--- src/rtl/dbuf_pkg.sv ---
package dbuf_pkg;

    localparam int BYTE_W    = 8;
    localparam int ADDR_W    = 5;
    localparam int MAX_BYTES = 4;
    localparam int REG_W     = BYTE_W * MAX_BYTES;
    localparam int LEN_W     = $clog2(MAX_BYTES);
    localparam int BIT_W     = $clog2(BYTE_W);

    typedef enum logic [1:0] {
        RX_INSTR,
        RX_DATA,
        RX_DRAIN
    } rx_state_e;

    // instruction byte layout, MSB first on the wire
    typedef struct packed {
        logic              rd;
        logic [1:0]        rsvd;
        logic [ADDR_W-1:0] addr;
    } instr_t;

    typedef struct packed {
        logic              vld;
        logic [ADDR_W-1:0] addr;
        logic [REG_W-1:0]  data;
    } wr_req_t;

    // index of the final data byte for a register address (length minus one)
    function automatic logic [LEN_W-1:0] last_byte_idx(input logic [ADDR_W-1:0] a);
        return a[LEN_W-1:0];
    endfunction

endpackage

--- src/rtl/dbuf_sync_div.sv ---
module dbuf_sync_div #(
    parameter int DIV_W = 2
) (
    input  logic clk,
    input  logic rst,
    output logic sync_clk,
    output logic sync_rise
);
    localparam logic [DIV_W-1:0] RISE_AT = DIV_W'((1 << (DIV_W - 1)) - 1);

    logic [DIV_W-1:0] cnt_q;

    always_ff @(posedge clk) begin
        if (rst) cnt_q <= '0;
        else     cnt_q <= cnt_q + 1'b1;
    end

    assign sync_clk  = cnt_q[DIV_W-1];
    assign sync_rise = (cnt_q == RISE_AT);


    rise_then_high_chk: assert property (@(posedge clk) disable iff (rst)
        sync_rise |=> sync_clk);


    high_two_cycles_chk: assert property (@(posedge clk) disable iff (rst)
        $rose(sync_clk) |=> $stable(sync_clk));

endmodule

--- src/rtl/dbuf_upd_sync.sv ---
module dbuf_upd_sync #(
    parameter int SYNC_STAGES = 2
) (
    input  logic clk,
    input  logic rst,
    input  logic upd_async,
    input  logic sync_rise,
    output logic commit_en,
    output logic commit_pulse
);
    logic [SYNC_STAGES-1:0] meta_q;
    logic                   armed_q;
    logic                   upd_s;

    assign upd_s     = meta_q[SYNC_STAGES-1];
    assign commit_en = sync_rise & armed_q;

    always_ff @(posedge clk) begin
        if (rst) begin
            meta_q       <= '0;
            armed_q      <= 1'b0;
            commit_pulse <= 1'b0;
        end else begin
            meta_q       <= {meta_q[SYNC_STAGES-2:0], upd_async};
            commit_pulse <= commit_en;
            if (sync_rise) armed_q <= upd_s;
        end
    end


    commit_on_rise_chk: assert property (@(posedge clk) disable iff (rst)
        commit_pulse |-> $past(sync_rise));


    unarmed_no_commit_chk: assert property (@(posedge clk) disable iff (rst)
        (sync_rise && !armed_q) |=> !commit_pulse);


    single_pulse_chk: assert property (@(posedge clk) disable iff (rst)
        commit_pulse |=> !commit_pulse);

endmodule

--- src/rtl/dbuf_spi_rx.sv ---
module dbuf_spi_rx
    import dbuf_pkg::*;
#(
    parameter int NREG = 8
) (
    input  logic    clk,
    input  logic    rst,
    input  logic    cs_n,
    input  logic    sclk,
    input  logic    mosi,
    output wr_req_t wr
);
    logic [1:0]       cs_q;
    logic [2:0]       sclk_q;
    logic [1:0]       mosi_q;
    logic             cs_idle;
    logic             sclk_rise;
    logic             bit_in;

    rx_state_e        state_q;
    logic [BIT_W-1:0] bit_cnt_q;
    logic [BYTE_W-2:0] shift_q;
    instr_t           instr_q;
    logic [LEN_W-1:0] byte_idx_q;
    logic [REG_W-1:0] acc_q;
    wr_req_t          wr_q;

    logic [BYTE_W-1:0] byte_now;
    logic [REG_W-1:0]  acc_next;
    logic              byte_done;
    logic              last_byte;
    logic              addr_ok;

    assign cs_idle   = cs_q[1];
    assign sclk_rise = sclk_q[1] & ~sclk_q[2];
    assign bit_in    = mosi_q[1];

    assign byte_now  = {shift_q, bit_in};
    assign byte_done = sclk_rise && (bit_cnt_q == BIT_W'(BYTE_W - 1));
    assign acc_next  = {acc_q[REG_W-BYTE_W-1:0], byte_now};
    assign last_byte = (byte_idx_q == last_byte_idx(instr_q.addr));
    assign addr_ok   = (int'(instr_q.addr) < NREG);

    // pin oversampling into the system clock domain
    always_ff @(posedge clk) begin
        if (rst) begin
            cs_q   <= '1;
            sclk_q <= '0;
            mosi_q <= '0;
        end else begin
            cs_q   <= {cs_q[0], cs_n};
            sclk_q <= {sclk_q[1:0], sclk};
            mosi_q <= {mosi_q[0], mosi};
        end
    end

    always_ff @(posedge clk) begin
        if (rst) begin
            state_q    <= RX_INSTR;
            bit_cnt_q  <= '0;
            shift_q    <= '0;
            instr_q    <= '0;
            byte_idx_q <= '0;
            acc_q      <= '0;
            wr_q       <= '0;
        end else begin
            wr_q.vld <= 1'b0;
            if (cs_idle) begin
                state_q   <= RX_INSTR;
                bit_cnt_q <= '0;
            end else if (sclk_rise) begin
                shift_q   <= byte_now[BYTE_W-2:0];
                bit_cnt_q <= bit_cnt_q + 1'b1;
                if (byte_done) begin
                    unique case (state_q)
                        RX_INSTR: begin
                            instr_q    <= instr_t'(byte_now);
                            byte_idx_q <= '0;
                            acc_q      <= '0;
                            state_q    <= RX_DATA;
                        end
                        RX_DATA: begin
                            acc_q <= acc_next;
                            if (last_byte) begin
                                wr_q.vld  <= !instr_q.rd && addr_ok;
                                wr_q.addr <= instr_q.addr;
                                wr_q.data <= acc_next;
                                state_q   <= RX_DRAIN;
                            end else begin
                                byte_idx_q <= byte_idx_q + 1'b1;
                            end
                        end
                        default: state_q <= RX_DRAIN;
                    endcase
                end
            end
        end
    end

    assign wr = wr_q;


    wr_while_selected_chk: assert property (@(posedge clk) disable iff (rst)
        wr_q.vld |-> !$past(cs_idle));


    wr_never_read_chk: assert property (@(posedge clk) disable iff (rst)
        wr_q.vld |-> !$past(instr_q.rd));

endmodule

--- src/rtl/dbuf_reg_pair.sv ---
module dbuf_reg_pair
    import dbuf_pkg::*;
#(
    parameter int NREG = 8
) (
    input  logic                    clk,
    input  logic                    rst,
    input  wr_req_t                 wr,
    input  logic                    commit_en,
    output logic [NREG*REG_W-1:0]   active_flat
);
    logic [NREG*REG_W-1:0] ser_flat;

    for (genvar g = 0; g < NREG; g++) begin : g_reg
        logic [REG_W-1:0] ser_r;
        logic [REG_W-1:0] act_r;

        always_ff @(posedge clk) begin
            if (rst) begin
                ser_r <= '0;
                act_r <= '0;
            end else begin
                if (wr.vld && (wr.addr == ADDR_W'(g))) ser_r <= wr.data;
                if (commit_en)                          act_r <= ser_r;
            end
        end

        assign ser_flat[g*REG_W +: REG_W]    = ser_r;
        assign active_flat[g*REG_W +: REG_W] = act_r;
    end


    copy_all_chk: assert property (@(posedge clk) disable iff (rst)
        commit_en |=> (active_flat == $past(ser_flat)));


    hold_no_commit_chk: assert property (@(posedge clk) disable iff (rst)
        !commit_en |=> $stable(active_flat));

endmodule

--- src/rtl/dbuf_spi_regbank.sv ---
module dbuf_spi_regbank
    import dbuf_pkg::*;
#(
    parameter int NREG        = 8,
    parameter int DIV_W       = 2,
    parameter int SYNC_STAGES = 2
) (
    input  logic                  clk,
    input  logic                  rst,
    input  logic                  spi_cs_n,
    input  logic                  spi_sclk,
    input  logic                  spi_mosi,
    input  logic                  upd_req,
    output logic                  sync_clk_o,
    output logic                  commit_o,
    output logic [NREG*REG_W-1:0] active_o
);
    logic    sync_rise;
    logic    commit_en;
    wr_req_t wr;

    dbuf_sync_div #(.DIV_W(DIV_W)) u_div (
        .clk       (clk),
        .rst       (rst),
        .sync_clk  (sync_clk_o),
        .sync_rise (sync_rise)
    );

    dbuf_upd_sync #(.SYNC_STAGES(SYNC_STAGES)) u_upd (
        .clk          (clk),
        .rst          (rst),
        .upd_async    (upd_req),
        .sync_rise    (sync_rise),
        .commit_en    (commit_en),
        .commit_pulse (commit_o)
    );

    dbuf_spi_rx #(.NREG(NREG)) u_rx (
        .clk  (clk),
        .rst  (rst),
        .cs_n (spi_cs_n),
        .sclk (spi_sclk),
        .mosi (spi_mosi),
        .wr   (wr)
    );

    dbuf_reg_pair #(.NREG(NREG)) u_regs (
        .clk         (clk),
        .rst         (rst),
        .wr          (wr),
        .commit_en   (commit_en),
        .active_flat (active_o)
    );

endmodule

--- config.mk ---
export PLATFORM = sky130hd
export DESIGN_NAME = dbuf_spi_regbank
export DESIGN_NICKNAME = d
export VERILOG_FILES = /design/src/rtl/dbuf_pkg.sv /design/src/rtl/dbuf_sync_div.sv /design/src/rtl/dbuf_upd_sync.sv /design/src/rtl/dbuf_spi_rx.sv /design/src/rtl/dbuf_reg_pair.sv /design/src/rtl/dbuf_spi_regbank.sv
export SDC_FILE = /design/constraint.sdc
export NUM_CORES = 1
export LEC_CHECK = 0
export ABC_AREA = 1
export CORE_MARGIN = 2
export CORE_UTILIZATION = 45
export CTS_BUF_LIST = sky130_fd_sc_hd__clkbuf_4
export DETAILED_ROUTE_END_ITERATION = 8
export GPL_TIMING_DRIVEN = 0
export PLACE_DENSITY = 0.66
export SYNTH_ARGS = -nofsm -noshare
export SYNTH_HDL_FRONTEND = slang
export SYNTH_SLANG_ARGS = --single-unit
--- constraint.sdc ---
create_clock -name clk -period 3 [get_ports clk]
set_input_delay 0.6 -clock clk [delete_from_list [all_inputs] [get_ports clk]]
set_output_delay 0.6 -clock clk [all_outputs]
set_load 0.05 [all_outputs]
==> impl_metrics.json, run 1 <==
{
  "synth_top_area_share_pct": 57.2,
  "startpoint": "u_regs.g_reg[7].act_r[7]",
  "cts_buffer_depth": 3,
  "grt_max_degree": 17,
  "stdcell_count": 3841,
  "dieArea_sq_um": 48900,
  "cts_made_buffers": 153,
  "synth.net_count": 2731,
  "first_iter_violations": 1314,
  "rsz0062_at_grt": "no",
  "min_period_ns": 2.82,
  "dp.cells": 3592,
  "postCtsHoldBufs": 0,
  "drc_errors": 0,
  "tightest_slew_ns": 1.02,
  "final_antenna_net_count": 0,
  "grt_use_met3_pct": 7.33,
  "grtUsageMet2_pct": 42.8,
  "cpPeakStageDelay_ns": 0.85,
  "routed_wl_mm": 65.3,
  "max_cap_viol_count": 0,
  "crit_buf_inv": 1,
  "viasPerCell": 5.05,
  "gp_congestion": 0.866,
  "synth.distinct_cells": 28,
  "synthCells": 2722,
  "start_kind": "flip-flop",
  "relSlewSlack_pct": 32.0,
  "io_pins": 264,
  "synth.area.top_cells": "dfxtp_1, nor2_1, o21ai_0, nand2_1, clkbuf_1",
  "first_pass_iters": 5,
  "clock.fmax_ghz": 0.355,
  "setup_viol": 0,
  "hp-start": "upd_req",
  "worst_ep_required_time_ns": 2.40,
  "cp_slowest_cell": "clkdlybuf4s50_1",
  "crit_family": "buffers and inverters",
  "hold_path_depth": 3,
  "core_sq_um": 46600,
  "path_clk_slew_ns": 0.06,
  "worst_ep_arrival_time_ns": 2.22,
  "crit_fanout": 2,
  "cts_root_buf": "clkbuf_4",
  "synth_warnings": 0,
  "endpoint_kind": "primary output",
  "grt_util_met1_pct": 32.3,
  "clock_latency_ns": 0.97,
  "min_path_type": "input pin to flip-flop",
  "grt_pass1_vias": 18400,
  "irDropWorstVdd_uv": 327,
  "p_per_area_nw_per_um2": 621,
  "rows": 79,
  "initial_core_util_pct": 45.6,
  "synth-edff-count": 0,
  "yosysMostFrequentCell": "nor2_1",
  "synth_top_area_cell": "dfxtp_1",
  "io_buffers": 263,
  "min_period_over_period_pct": 93.9,
  "cts_num_sinks": 607,
  "hold_slack_ns": 0.161,
  "power_w": 0.0164,
  "reg2reg_slack_ns": 0.84,
  "finalSetupTns_ns": 0,
  "die_height_um": 221,
  "path_cells": "clkdlybuf4s50_1",
  "r2r_end": "u_regs.g_reg[0].act_r[0]",
  "nFillCells": 4410,
  "drv_slew": 0,
  "final_nets": 3149,
  "grt_overflow": 0,
  "yosysSeqAreaShare_pct": 57.2,
  "status": "finished clean",
  "vias": 19400,
  "p_leak_nw": 9.91,
  "r2r-start": "u_div.cnt_q[1]",
  "async_reset_ff_share_pct": 0,
  "fp.dieW_um": 221,
  "grt_busiest_layer": "met2",
  "synth.avg_cell_area_sq_um": 7.80,
  "h-tree-depth": 4,
  "skew_ns": 0.0358,
  "syn2layout_area_growth_pct": 24.6,
  "drive_above_1_share_pct": 10.4,
  "r2r_cells": 7,
  "place_hpwl_mm": 46.0,
  "hold_viol": 0,
  "utilization_pct": 56.8,
  "grtUsageTotal_pct": 26.3,
  "grt_pass1_wl_mm": 100,
  "syn-cell-area_sq_um": 21200,
  "netlist_top_cells_count": "nor2_1, dfxtp_1, o21ai_0, nand2_1, clkbuf_1",
  "drt-wirelength-per-cell_um": 17.0,
  "synth_flop_cell": "dfxtp_1",
  "post_cts_buffers": 0,
  "antenna_found_initial": 11,
  "ctsResizeCount": 0,
  "holdPathEnd": "u_upd.meta_q[0]",
  "ys_ff_latch": 607,
  "setup.worst_path.class": "flip-flop to primary output",
  "cts_tree": "done"
}
-- per-stage QoR --
stage	worst slack, ns	instance area, sq um
after global placement	0.318	24600
final	0.183	26500
after CTS	0.0854	26500
after detailed placement	0.336	24600
after global routing	0.0683	26500
after floorplan	1.31	21200
-- flip-flops by register name (all words and copies together) (netlist names), 2 cells and up --
register	cells
u_regs.g.act_r	256
u_regs.g.ser_r	256
u_rx.wr	38
u_rx.acc_q	24
u_rx.shift_q	7
u_rx.instr_q	6
u_rx.bit_cnt_q	3
u_rx.sclk_q	3
u_div.cnt_q	2
u_rx.byte_idx_q	2
u_rx.cs_q	2
u_rx.mosi_q	2
u_rx.state_q	2
u_upd.meta_q	2
-- power breakdown --
group / internal, W / switching (W)
sequential: 0.00821 / 0.000100
clock: 0.00358 / 0.00313
combinational: 0.000433 / 0.000989
total: 0.0122 / 0.00422
-- cells in the final DEF (no fill, tap or decap), types with 20 or more instances in the layout --
cell             Yosys  final
buf_4               28     28
a21oi_1             43     43
clkbuf_4             0    221
nand2_1            116    116
clkinv_1             1     20
clkdlybuf4s50_1      0    263
nor2_1            1111   1111
buf_2               44     44
clkbuf_1           106    106
o21ai_0            526    526
inv_1               41     41
dfxtp_1            607    607
-- per-layer routing --
| layer | share of wire, % | routed length [um] |
|---|---|---|
| met1 | 42 | 27400 |
| met2 | 46 | 30300 |
| met3 | 7.6 | 4990 |
| met4 | 4.1 | 2670 |
| met5 | 0 | 0 |
-- area by class of cell --
class | count | area [sq um] | area share, %
antenna | 3 | 7.51 | 0.0284
buffer | 188 | 896 | 3.39
clock buffer | 221 | 1660 | 6.27
clock inverter | 25 | 173 | 0.652
inverter | 56 | 210 | 0.794
multi-input combinational | 1871 | 7980 | 30.1
sequential | 607 | 12200 | 45.9
tap | 607 | 759 | 2.87
timing repair buffer | 263 | 2630 | 9.95
-- worst max-delay path by stage --
stage                                     end  cells after the start
floorplan            u_regs.g_reg[0].act_r[0]                      7
global placement    u_regs.g_reg[1].act_r[28]                      6
detailed placement  u_regs.g_reg[1].act_r[28]                      6
CTS                             active_o[236]                      1
global route                     active_o[97]                      1
finish                          active_o[231]                      1
-- logic make-up (layout without fill, tap and decap cells) --
| kind of cell | count (synthesis) | count (layout) | share of synthesized area (%) |
|---|---|---|---|
| flops | 607 | 607 | 57.2 |
| other cells | 0 | 3 | 0 |
| simple gates | 1294 | 1294 | 23.8 |
| compound gates | 574 | 574 | 13.5 |
| fa+ha+maj | 3 | 3 | 0.177 |
| buf+inv | 244 | 753 | 5.21 |
Power figures use the tool's default switching activity.
==> run 2, diff against run 1 <==
--- a/config.mk
+++ b/config.mk
@@ -6,6 +6,7 @@
 export NUM_CORES = 1
 export LEC_CHECK = 0
 export ABC_AREA = 1
+export CORE_ASPECT_RATIO = 0.9
 export CORE_MARGIN = 2
 export CORE_UTILIZATION = 45
 export CTS_BUF_LIST = sky130_fd_sc_hd__clkbuf_4
==> impl_metrics.json, run 2 (synthesis gave the netlist of run 1 again) <==
{
  "status": "finished clean",
  "clock_latency_ns": 0.86,
  "grt_pass1_wl_mm": 99.4,
  "placed_cell_area_sq_um": 24600,
  "worst_ep_required_time_ns": 2.40,
  "grt_max_degree": 17,
  "place_hpwl_mm": 46.0,
  "antenna_found_initial": 7,
  "post_cts_buffers": 0,
  "io_buffers": 263,
  "crit_family": "buffers and inverters",
  "io_pins": 264,
  "grtUsageTotal_pct": 26.5,
  "gp_congestion": 0.860,
  "p_sw_w": 0.00416,
  "p_clk_share_pct": 40.3,
  "ctsResizeCount": 0,
  "fp.dieW_um": 233,
  "r2r_cells": 7,
  "clock.fmax_ghz": 0.365,
  "final_common_cell": "nor2_1",
  "postCtsHoldBufs": 0,
  "core_sq_um": 46600,
  "crit_fanout": 2,
  "drv_slew": 0,
  "cts_made_buffers": 152,
  "relSlewSlack_pct": 26.7,
  "skew_ns": 0.0658,
  "path_clk_slew_ns": 0.06,
  "rsz0062_at_grt": "no",
  "cts_num_sinks": 607,
  "design_area_sq_um": 26400,
  "r2r_end": "u_regs.g_reg[0].act_r[0]",
  "syn2layout_area_growth_pct": 24.5,
  "setup_viol": 0,
  "p_per_area_nw_per_um2": 617,
  "tightest_slew_ns": 1.10,
  "min_period_over_period_pct": 91.3,
  "drive_above_1_share_pct": 10.5,
  "dieArea_sq_um": 48900,
  "max_cap_viol_count": 0,
  "die_height_um": 210,
  "final_antenna_net_count": 0,
  "h-tree-depth": 4,
  "crit_buf_inv": 1,
  "reg2reg_slack_ns": 0.84,
  "cts_tree": "done",
  "irDropWorstVdd_uv": 321,
  "endpoint_kind": "primary output",
  "setup.worst_path.class": "flip-flop to primary output",
  "hold_viol": 0,
  "first_pass_iters": 7,
  "r2r-start": "u_div.cnt_q[1]",
  "min_period_ns": 2.74,
  "path_depth": 1,
  "vias": 19400,
  "p_leak_nw": 9.89,
  "routed_wl_mm": 65.5,
  "combPwrFrac_pct": 8.7,
  "finalSetupTns_ns": 0,
  "path_cells": "clkdlybuf4s50_1",
  "viasPerCell": 5.04,
  "final_nets": 3148,
  "cts_root_buf": "clkbuf_4",
  "cts_buffer_depth": 3,
  "drc_errors": 0,
  "layout_common_cells": "nor2_1, dfxtp_1, o21ai_0",
  "p_int_w": 0.0121,
  "initial_core_util_pct": 45.5,
  "min_path_type": "input pin to flip-flop",
  "rows": 75,
  "switching_share_pct": 25.5,
  "grt_overflow": 0,
  "pwr-share-seq_pct": 51.0,
  "worst_ep_arrival_time_ns": 2.14,
  "startpoint": "u_regs.g_reg[0].act_r[28]",
  "cp_slowest_cell": "clkdlybuf4s50_1",
  "cp-endpoint": "active_o[28]",
  "cpPeakStageDelay_ns": 0.84,
  "grt_pass1_vias": 18200,
  "start_kind": "flip-flop",
  "first_iter_violations": 1537,
  "drt-wirelength-per-cell_um": 17.1
}
run 2: cell type report:
cell class / count / area, sq um
multi-input cells: 1871 / 7980
fillers: 4381 / 20200
repair buffers: 263 / 2630
inverters: 56 / 210
flip-flops and latches: 607 / 12200
well taps: 616 / 771
diodes: 5 / 12.5
plain buffers: 188 / 896
clock buffers: 221 / 1660
clock inverters: 17 / 123
run 2: through the flow:
stage	hold WS, ns	total power [W]	utilization [%]	worst slack [ns]	std cells
after global routing	0.222	0.0170	56.7	0.168	3840
after global placement	0.395	0.00989	52.8	0.389	3601
after CTS	0.175	0.0165	56.6	0.207	3839
after detailed placement	0.396	0.00991	52.8	0.418	3601
after floorplan	0.388	0.00942	-	1.31	2722
final	0.265	0.0163	56.7	0.260	3844
run 2: power by group through the flow:
stage          clock (W)  sequential, W  combinational, W
2_1_floorplan          0        0.00895          0.000477
3_3_place_gp           0        0.00849           0.00140
3_5_place_dp           0        0.00849           0.00142
4_1_cts          0.00673        0.00831           0.00142
5_1_grt          0.00715        0.00832           0.00154
6_report         0.00656        0.00831           0.00142
run 2: per-layer routing:
layer / share of wire (%) / vias to the layer above / track usage, % / routed length (um)
li1: - / 9605 / - / -
met1: 43 / 8924 / 34.7 / 27900
met2: 47 / 724 / 43.3 / 30500
met3: 8.5 / 106 / 5.84 / 5560
met4: 2.3 / 0 / 8.92 / 1520
met5: 0 / - / 0 / 0
run 2: worst min path at each step:
stage	slack [ns]	cells past startpoint	endpoint	from
final	0.26	3	u_rx.sclk_q[0]	spi_sclk
after global routing	0.22	3	u_rx.mosi_q[0]	spi_mosi
after CTS	0.17	3	u_rx.sclk_q[0]	spi_sclk
after detailed placement	0.40	2	u_upd.meta_q[1]	u_upd.meta_q[0]
after global placement	0.39	1	u_rx.cs_q[1]	u_rx.cs_q[0]
after floorplan	0.39	2	u_rx.mosi_q[1]	u_rx.mosi_q[0]
